==> src/rtl/scale_pkg.sv <==
package scale_pkg;
  localparam int POLY_SHIFT   = 11;  // 256*8 = 2^11
  localparam int SIMPLE_SHIFT = 10;  // 1024
  localparam int PHASE_SHIFT  = 8;   // 256*phi

  typedef enum logic [1:0] {
    ST_IDLE,
    ST_EVAL,
    ST_DIVX,
    ST_DIVY
  } step_state_e;
endpackage

==> src/rtl/step_divider.sv <==
module step_divider #(
  parameter int W = 23
) (
  input  logic         clk_i,
  input  logic         rst_ni,
  input  logic         go_i,
  input  logic [W-1:0] num_i,
  input  logic [W-1:0] den_i,
  output logic         done_o,
  output logic [W-1:0] quo_o
);
  localparam int CW = $clog2(W + 1);

  logic [W-1:0]  rem_q, quo_q, den_q;
  logic [CW-1:0] cnt_q;
  logic          run_q, done_q;
  logic [W:0]    trial, diff;
  logic          fits;

  always_comb begin
    trial = {rem_q, quo_q[W-1]};
    diff  = trial - {1'b0, den_q};
    fits  = ~diff[W];
  end

  always_ff @(posedge clk_i or negedge rst_ni) begin
    if (!rst_ni) begin
      rem_q  <= '0;
      quo_q  <= '0;
      den_q  <= '0;
      cnt_q  <= '0;
      run_q  <= 1'b0;
      done_q <= 1'b0;
    end else begin
      done_q <= 1'b0;
      if (go_i) begin
        rem_q <= '0;
        quo_q <= num_i;
        den_q <= den_i;
        cnt_q <= CW'(W);
        run_q <= 1'b1;
      end else if (run_q) begin
        rem_q <= fits ? diff[W-1:0] : trial[W-1:0];
        quo_q <= {quo_q[W-2:0], fits};
        cnt_q <= cnt_q - 1'b1;
        if (cnt_q == CW'(1)) begin
          run_q  <= 1'b0;
          done_q <= 1'b1;
        end
      end
    end
  end

  assign done_o = done_q;
  assign quo_o  = quo_q;
endmodule

==> src/rtl/axis_prep.sv <==
module axis_prep import scale_pkg::*; #(
  parameter int SIZE_W = 12,
  parameter int FAC_W  = SIZE_W + POLY_SHIFT,
  parameter int PHI    = 4
) (
  input  logic [SIZE_W-1:0] src_i,
  input  logic [SIZE_W-1:0] dst_i,
  input  logic              poly_i,
  output logic [FAC_W-1:0]  num_o,
  output logic [FAC_W-1:0]  den_o,
  output logic              same_o,
  output logic              bad_o,
  output logic              down_o
);
  localparam logic [FAC_W-1:0]  ONE_F   = FAC_W'(1);
  localparam logic [FAC_W-1:0]  PHASE_F = FAC_W'(PHI << PHASE_SHIFT);
  localparam logic [SIZE_W-1:0] TWO_S   = SIZE_W'(2);

  logic [FAC_W-1:0] src_x, dst_x, num_poly, num_simple;

  always_comb begin
    src_x      = FAC_W'(src_i);
    dst_x      = FAC_W'(dst_i);
    num_poly   = ((src_x - ONE_F) << POLY_SHIFT) - PHASE_F;
    num_simple = src_x << SIMPLE_SHIFT;
    num_o      = poly_i ? num_poly : num_simple;
    den_o      = poly_i ? (dst_x - ONE_F) : dst_x;
    same_o     = (src_i == dst_i);
    bad_o      = poly_i ? ((dst_i < TWO_S) || (src_i < TWO_S)) : (dst_i == '0);
    down_o     = (dst_i < src_i);
  end
endmodule

==> src/rtl/step_trim.sv <==
module step_trim import scale_pkg::*; #(
  parameter int SIZE_W = 12,
  parameter int FAC_W  = SIZE_W + POLY_SHIFT,
  parameter int PHI    = 4
) (
  input  logic [FAC_W-1:0]  quo_i,
  input  logic [SIZE_W-1:0] src_i,
  input  logic [SIZE_W-1:0] dst_i,
  input  logic              poly_i,
  output logic [FAC_W-1:0]  fac_o
);
  localparam int PW = FAC_W + SIZE_W + 1;
  localparam logic [PW-1:0] PHASE_P = PW'(PHI << PHASE_SHIFT);
  localparam logic [PW-1:0] ONE_P   = PW'(1);

  logic [PW-1:0] prod, reach, last;
  logic          over;

  always_comb begin
    prod  = PW'(quo_i) * PW'(dst_i - 1'b1);
    reach = (prod + PHASE_P) >> POLY_SHIFT;
    last  = PW'(src_i) - ONE_P;
    over  = poly_i && (reach > last);
    fac_o = over ? (quo_i - 1'b1) : quo_i;
  end
endmodule

==> src/rtl/scale_step_calc.sv <==
module scale_step_calc import scale_pkg::*; #(
  parameter int SIZE_W = 12,
  parameter int PHI_X  = 4,
  parameter int PHI_Y  = 4
) (
  input  logic                         clk_i,
  input  logic                         rst_ni,
  input  logic                         start_i,
  input  logic                         poly_i,
  input  logic [SIZE_W-1:0]            src_w_i,
  input  logic [SIZE_W-1:0]            src_h_i,
  input  logic [SIZE_W-1:0]            dst_w_i,
  input  logic [SIZE_W-1:0]            dst_h_i,
  output logic                         enable_o,
  output logic [SIZE_W+POLY_SHIFT-1:0] x_factor_o,
  output logic [SIZE_W+POLY_SHIFT-1:0] y_factor_o,
  output logic                         x_down_o,
  output logic                         y_down_o,
  output logic                         err_o,
  output logic                         done_o
);
  localparam int FAC_W = SIZE_W + POLY_SHIFT;

  step_state_e       state_q;
  logic              busy;
  logic              mode_q;
  logic [SIZE_W-1:0] src_q [2];
  logic [SIZE_W-1:0] dst_q [2];
  logic [FAC_W-1:0]  num_a [2];
  logic [FAC_W-1:0]  den_a [2];
  logic [FAC_W-1:0]  fac_a [2];
  logic [1:0]        same_a, bad_a, down_a;
  logic              axis_q, div_go_q, div_done;
  logic [FAC_W-1:0]  div_quo, x_tmp_q;

  logic              en_q, err_q, xd_q, yd_q, done_q;
  logic [FAC_W-1:0]  fx_q, fy_q;

  assign busy = (state_q != ST_IDLE);

  for (genvar a = 0; a < 2; a++) begin : g_axis
    localparam int PHI = (a == 0) ? PHI_X : PHI_Y;

    axis_prep #(.SIZE_W(SIZE_W), .FAC_W(FAC_W), .PHI(PHI)) u_prep (
      .src_i  (src_q[a]),
      .dst_i  (dst_q[a]),
      .poly_i (mode_q),
      .num_o  (num_a[a]),
      .den_o  (den_a[a]),
      .same_o (same_a[a]),
      .bad_o  (bad_a[a]),
      .down_o (down_a[a])
    );

    step_trim #(.SIZE_W(SIZE_W), .FAC_W(FAC_W), .PHI(PHI)) u_trim (
      .quo_i  (div_quo),
      .src_i  (src_q[a]),
      .dst_i  (dst_q[a]),
      .poly_i (mode_q),
      .fac_o  (fac_a[a])
    );
  end

  step_divider #(.W(FAC_W)) u_div (
    .clk_i  (clk_i),
    .rst_ni (rst_ni),
    .go_i   (div_go_q),
    .num_i  (num_a[axis_q]),
    .den_i  (den_a[axis_q]),
    .done_o (div_done),
    .quo_o  (div_quo)
  );

  always_ff @(posedge clk_i or negedge rst_ni) begin
    if (!rst_ni) begin
      state_q  <= ST_IDLE;
      mode_q   <= 1'b0;
      for (int a = 0; a < 2; a++) begin
        src_q[a] <= '0;
        dst_q[a] <= '0;
      end
      axis_q   <= 1'b0;
      div_go_q <= 1'b0;
      x_tmp_q  <= '0;
      en_q     <= 1'b0;
      err_q    <= 1'b0;
      xd_q     <= 1'b0;
      yd_q     <= 1'b0;
      fx_q     <= '0;
      fy_q     <= '0;
      done_q   <= 1'b0;
    end else begin
      div_go_q <= 1'b0;
      done_q   <= 1'b0;
      unique case (state_q)
        ST_IDLE: begin
          if (start_i) begin
            src_q[0] <= src_w_i;
            src_q[1] <= src_h_i;
            dst_q[0] <= dst_w_i;
            dst_q[1] <= dst_h_i;
            mode_q   <= poly_i;
            state_q  <= ST_EVAL;
          end
        end
        ST_EVAL: begin
          if (&same_a || |bad_a) begin
            // bypass takes precedence over the error conditions
            en_q    <= 1'b0;
            err_q   <= ~&same_a;
            xd_q    <= 1'b0;
            yd_q    <= 1'b0;
            fx_q    <= '0;
            fy_q    <= '0;
            done_q  <= 1'b1;
            state_q <= ST_IDLE;
          end else begin
            axis_q   <= 1'b0;
            div_go_q <= 1'b1;
            state_q  <= ST_DIVX;
          end
        end
        ST_DIVX: begin
          if (div_done) begin
            x_tmp_q  <= fac_a[0];
            axis_q   <= 1'b1;
            div_go_q <= 1'b1;
            state_q  <= ST_DIVY;
          end
        end
        ST_DIVY: begin
          if (div_done) begin
            fx_q    <= x_tmp_q;
            fy_q    <= fac_a[1];
            xd_q    <= down_a[0];
            yd_q    <= down_a[1];
            en_q    <= 1'b1;
            err_q   <= 1'b0;
            done_q  <= 1'b1;
            state_q <= ST_IDLE;
          end
        end
        default: state_q <= ST_IDLE;
      endcase
    end
  end

  assign enable_o   = en_q;
  assign err_o      = err_q;
  assign x_factor_o = fx_q;
  assign y_factor_o = fy_q;
  assign x_down_o   = xd_q;
  assign y_down_o   = yd_q;
  assign done_o     = done_q;
endmodule

==> config.mk <==
export PLATFORM = sky130hd
export DESIGN_NAME = scale_step_calc
export DESIGN_NICKNAME = d
export VERILOG_FILES = /design/src/rtl/scale_pkg.sv /design/src/rtl/step_divider.sv /design/src/rtl/axis_prep.sv /design/src/rtl/step_trim.sv /design/src/rtl/scale_step_calc.sv
export SDC_FILE = /design/constraint.sdc
export NUM_CORES = 2
export LEC_CHECK = 0
export BUFFER_PORTS_ARGS = -buffer_cell sky130_fd_sc_hd__buf_2
export CORE_MARGIN = 2
export CORE_UTILIZATION = 40
export CTS_CLUSTER_SIZE = 40
export DETAILED_ROUTE_END_ITERATION = 16
export PLACE_DENSITY = 0.56
export SYNTH_ARGS = -nofsm -noshare
export SYNTH_HDL_FRONTEND = slang
export SYNTH_SLANG_ARGS = --single-unit
export TNS_END_PERCENT = 20
==> constraint.sdc <==
create_clock -name clk_i -period 16.9 [get_ports clk_i]
set_input_delay 3.38 -clock clk_i [delete_from_list [all_inputs] [get_ports clk_i]]
set_output_delay 3.38 -clock clk_i [all_outputs]
set_load 0.02 [all_outputs]
==> results.py <==
metrics = {
    "worst_setup_path": {
        "crit_path_end_kind": "flop",
        "slowest_stage": "o2111ai_1",
        "cp_data_arrival_time_ns": 13.48,
        "critPathMaxFanout": 37,
        "rr_endpoint": "y_factor_o[1]$_DFFE_PN0P_",
        "worstSetupPathType": "flop to flop",
        "required_ns": 17.25,
        "reg2regPathDepth": 42,
        "cp-start-kind": "flop",
        "crit_end": "y_factor_o[1]$_DFFE_PN0P_",
        "crit_start": "dst_q[0]$_DFFE_PN0P_",
        "crit_path_max_incr_delay_ns": 0.68,
        "r2r_slack_ns": 3.77,
        "r2r_start": "dst_q[0]$_DFFE_PN0P_",
    },
    "clock_tree": {
        "cts_setup_buffers": 0,
        "htreeDepth": 4,
        "postCtsHoldBufs": 0,
        "clk_latency_ns": 0.47,
        "cts_buffers": 17,
        "clock-root-buffer": "clkbuf_16",
        "cts.sink_count": 193,
        "cts_tree": "done",
        "clock_path_buffers": 2,
        "clk_pin_slew_ns": 0.09,
        "cts_resized": 0,
    },
    "timing": {
        "drv_slew": 0,
        "clock.fmax_mhz": 76.2,
        "hold_violations": 0,
        "final.setup.tns_ns": 0,
        "setup_viol": 0,
        "tightest_slew_ns": 1.18,
        "rsz0062_at_grt": "false",
        "skew_ns": 0.0278,
        "final.min_clock_period_ns": 13.13,
        "fin_crit_sh": 0.777,
        "maxSlewHeadroom": 0.213,
        "setup_ws_ns": 3.77,
    },
    "cells_and_area": {
        "layout.cells.non_filler": 5372,
        "postLayoutCellArea_mm2": 0.0408,
        "final_nets": 5167,
        "area_growth_pct": 6.78,
        "final_layout_size_suffix_gt1_frac": 0.0779,
    },
    "synth": {
        "syn_inst": 4109,
        "synth_common_cells": "inv_1 (858), fa_1 (711), nand2_1 (429)",
        "syn_nets": 5183,
        "synth-edff-count": 0,
        "async_reset_ff_frac": 1.00,
        "ys.flop_type": "dfrtp_1",
        "yosys.cell_types.count": 71,
        "yosysWarnings": 0,
        "yosys.area.top_type": "fa_1",
        "yosysMostFrequentCell": "inv_1",
        "synth_area_leaders": "fa_1 (37%), dfrtp_1 (13%), ha_1 (10%)",
        "syn_area_per_cell_um2": 9.30,
        "synth_top_area_frac": 0.373,
        "synth_seq_area_share": 0.126,
        "netlist_area_mm2": 0.0382,
        "synth_seq_cells": 193,
    },
    "floorplanning": {
        "rows": 113,
        "die_x_um": 313,
        "num_io_pins": 103,
        "start_util": 0.403,
        "design.die.area_mm2": 0.0980,
        "core_area_mm2": 0.0949,
        "die_height_um": 313,
    },
    "route": {
        "via_count": 27700,
        "wire_per_inst_um": 20.0,
        "first_pass_iters": 5,
        "via_per_inst": 5.16,
        "ant_nets": 0,
        "wl_um": 107000,
        "drt-initial-drc-count": 1659,
        "drc": 0,
    },
    "grt": {
        "grt_max_degree": 90,
        "grt_pass1_wl_um": 173000,
        "track_usage": 0.229,
        "grt_pass1_vias": 29200,
        "overflow": 0,
        "antenna_found_initial": 4,
    },
    "placement": {
        "placed_area_mm2": 0.0402,
        "pre_cts_slack_ns": 3.91,
        "port-buffer-count": 102,
        "dp_hpwl_um": 84200,
        "gp_congestion": 0.929,
        "dp_cells": 5339,
    },
    "run_status": {
        "status": "completed",
    },
    "hold_path": {
        "hold_class": "flop to flop",
    },
    "flow_run": {
        "max_cap_violations": 0,
    },
}
-- how the worst min path moves through the flow --
stage                     slack (ns)                     end              startpoint  cells past startpoint
final                           0.47    x_down_o$_DFFE_PN0P_    x_down_o$_DFFE_PN0P_                      2
after CTS                       0.48    x_down_o$_DFFE_PN0P_    x_down_o$_DFFE_PN0P_                      2
after global placement          0.45    x_down_o$_DFFE_PN0P_    x_down_o$_DFFE_PN0P_                      2
after global routing            0.49    x_down_o$_DFFE_PN0P_    x_down_o$_DFFE_PN0P_                      2
after floorplan                 0.45  x_tmp_q[3]$_DFFE_PN0P_  x_tmp_q[3]$_DFFE_PN0P_                      2
after detailed placement        0.46    x_down_o$_DFFE_PN0P_    x_down_o$_DFFE_PN0P_                      2
-- through the flow --
step | util | hold slack [ns]
after floorplan | - | 0.450
after detailed placement | 0.423 | 0.458
after global placement | 0.423 | 0.449
after CTS | 0.430 | 0.476
after global routing | 0.430 | 0.489
final | 0.430 | 0.468
-- worst max-delay path, delay by kind of cell (launching register included) --
family          cells  cell delay (ns)
buf+inv            10             1.59
xor+xnor            1             0.19
fa+ha+maj          10             4.70
simple gates        8             2.24
mux                 1             0.17
flops               1             0.37
compound gates     12             3.73
-- state kept, by name, summed over array words and instances (netlist names), 5 cells and up, named ones only --
signal	count
u_div.cnt_q	5
u_div.rem_q	23
src_q	24
u_div.quo_o	23
dst_q	24
y_factor_o	23
x_factor_o	23
u_div.den_q	13
x_tmp_q	23
-- area by class of cell --
cell class	count	area, um2
well taps	1265	1580
inverters	860	3230
clock buffers	18	429
diodes	1	2.50
multi-input cells	2846	29500
clock inverters	14	193
fillers	9273	54100
repair buffers	175	1070
flip-flops and latches	193	4830
-- per-layer routing --
layer,part of all wire,vias to the layer above,GRT usage
met5,0.00011,-,0
li1,-,12700,-
met2,0.48,726,0.384
met1,0.44,14200,0.317
met3,0.051,148,0.0212
met4,0.030,2,0.0663
-- kinds of logic (layout without fill, tap and decap cells) --
| family | Yosys count | in the layout | share of synthesized area |
|---|---|---|---|
| and+or+nand+nor | 1155 | 1155 | 0.152 |
| adders and majority gates | 1022 | 1022 | 0.474 |
| other | 0 | 1 | 0 |
| AOI/OAI and AO/OA | 394 | 394 | 0.0699 |
| muxes | 100 | 100 | 0.0322 |
| DFF | 193 | 193 | 0.126 |
| buffers and inverters | 1070 | 1067 | 0.105 |
| xor gates and xnor gates | 175 | 175 | 0.0401 |
-- layout by cell type (no fill, tap or decap), types with 16 or more instances in the layout --
master / count
o211ai_1: 32
a21oi_1: 64
o21ai_0: 89
mux2i_1: 33
or3_1: 19
and2_1: 224
a21o_1: 40
nand2b_1: 38
a22o_1: 24
a32oi_1: 17
nor4_1: 16
clkbuf_16: 17
nor2_1: 147
a211oi_1: 17
inv_1: 858
nor3_1: 61
dfrtp_1: 190
o21a_1: 26
a311oi_1: 18
xor2_1: 51
buf_2: 101
fa_1: 711
nand3_1: 55
ha_1: 311
mux2_2: 54
nor2b_1: 73
xnor2_1: 115
buf_4: 73
nand2_1: 427
Power is not shown: default switching activity piles up to over one toggle a cycle in this logic, so the estimate is an artifact.
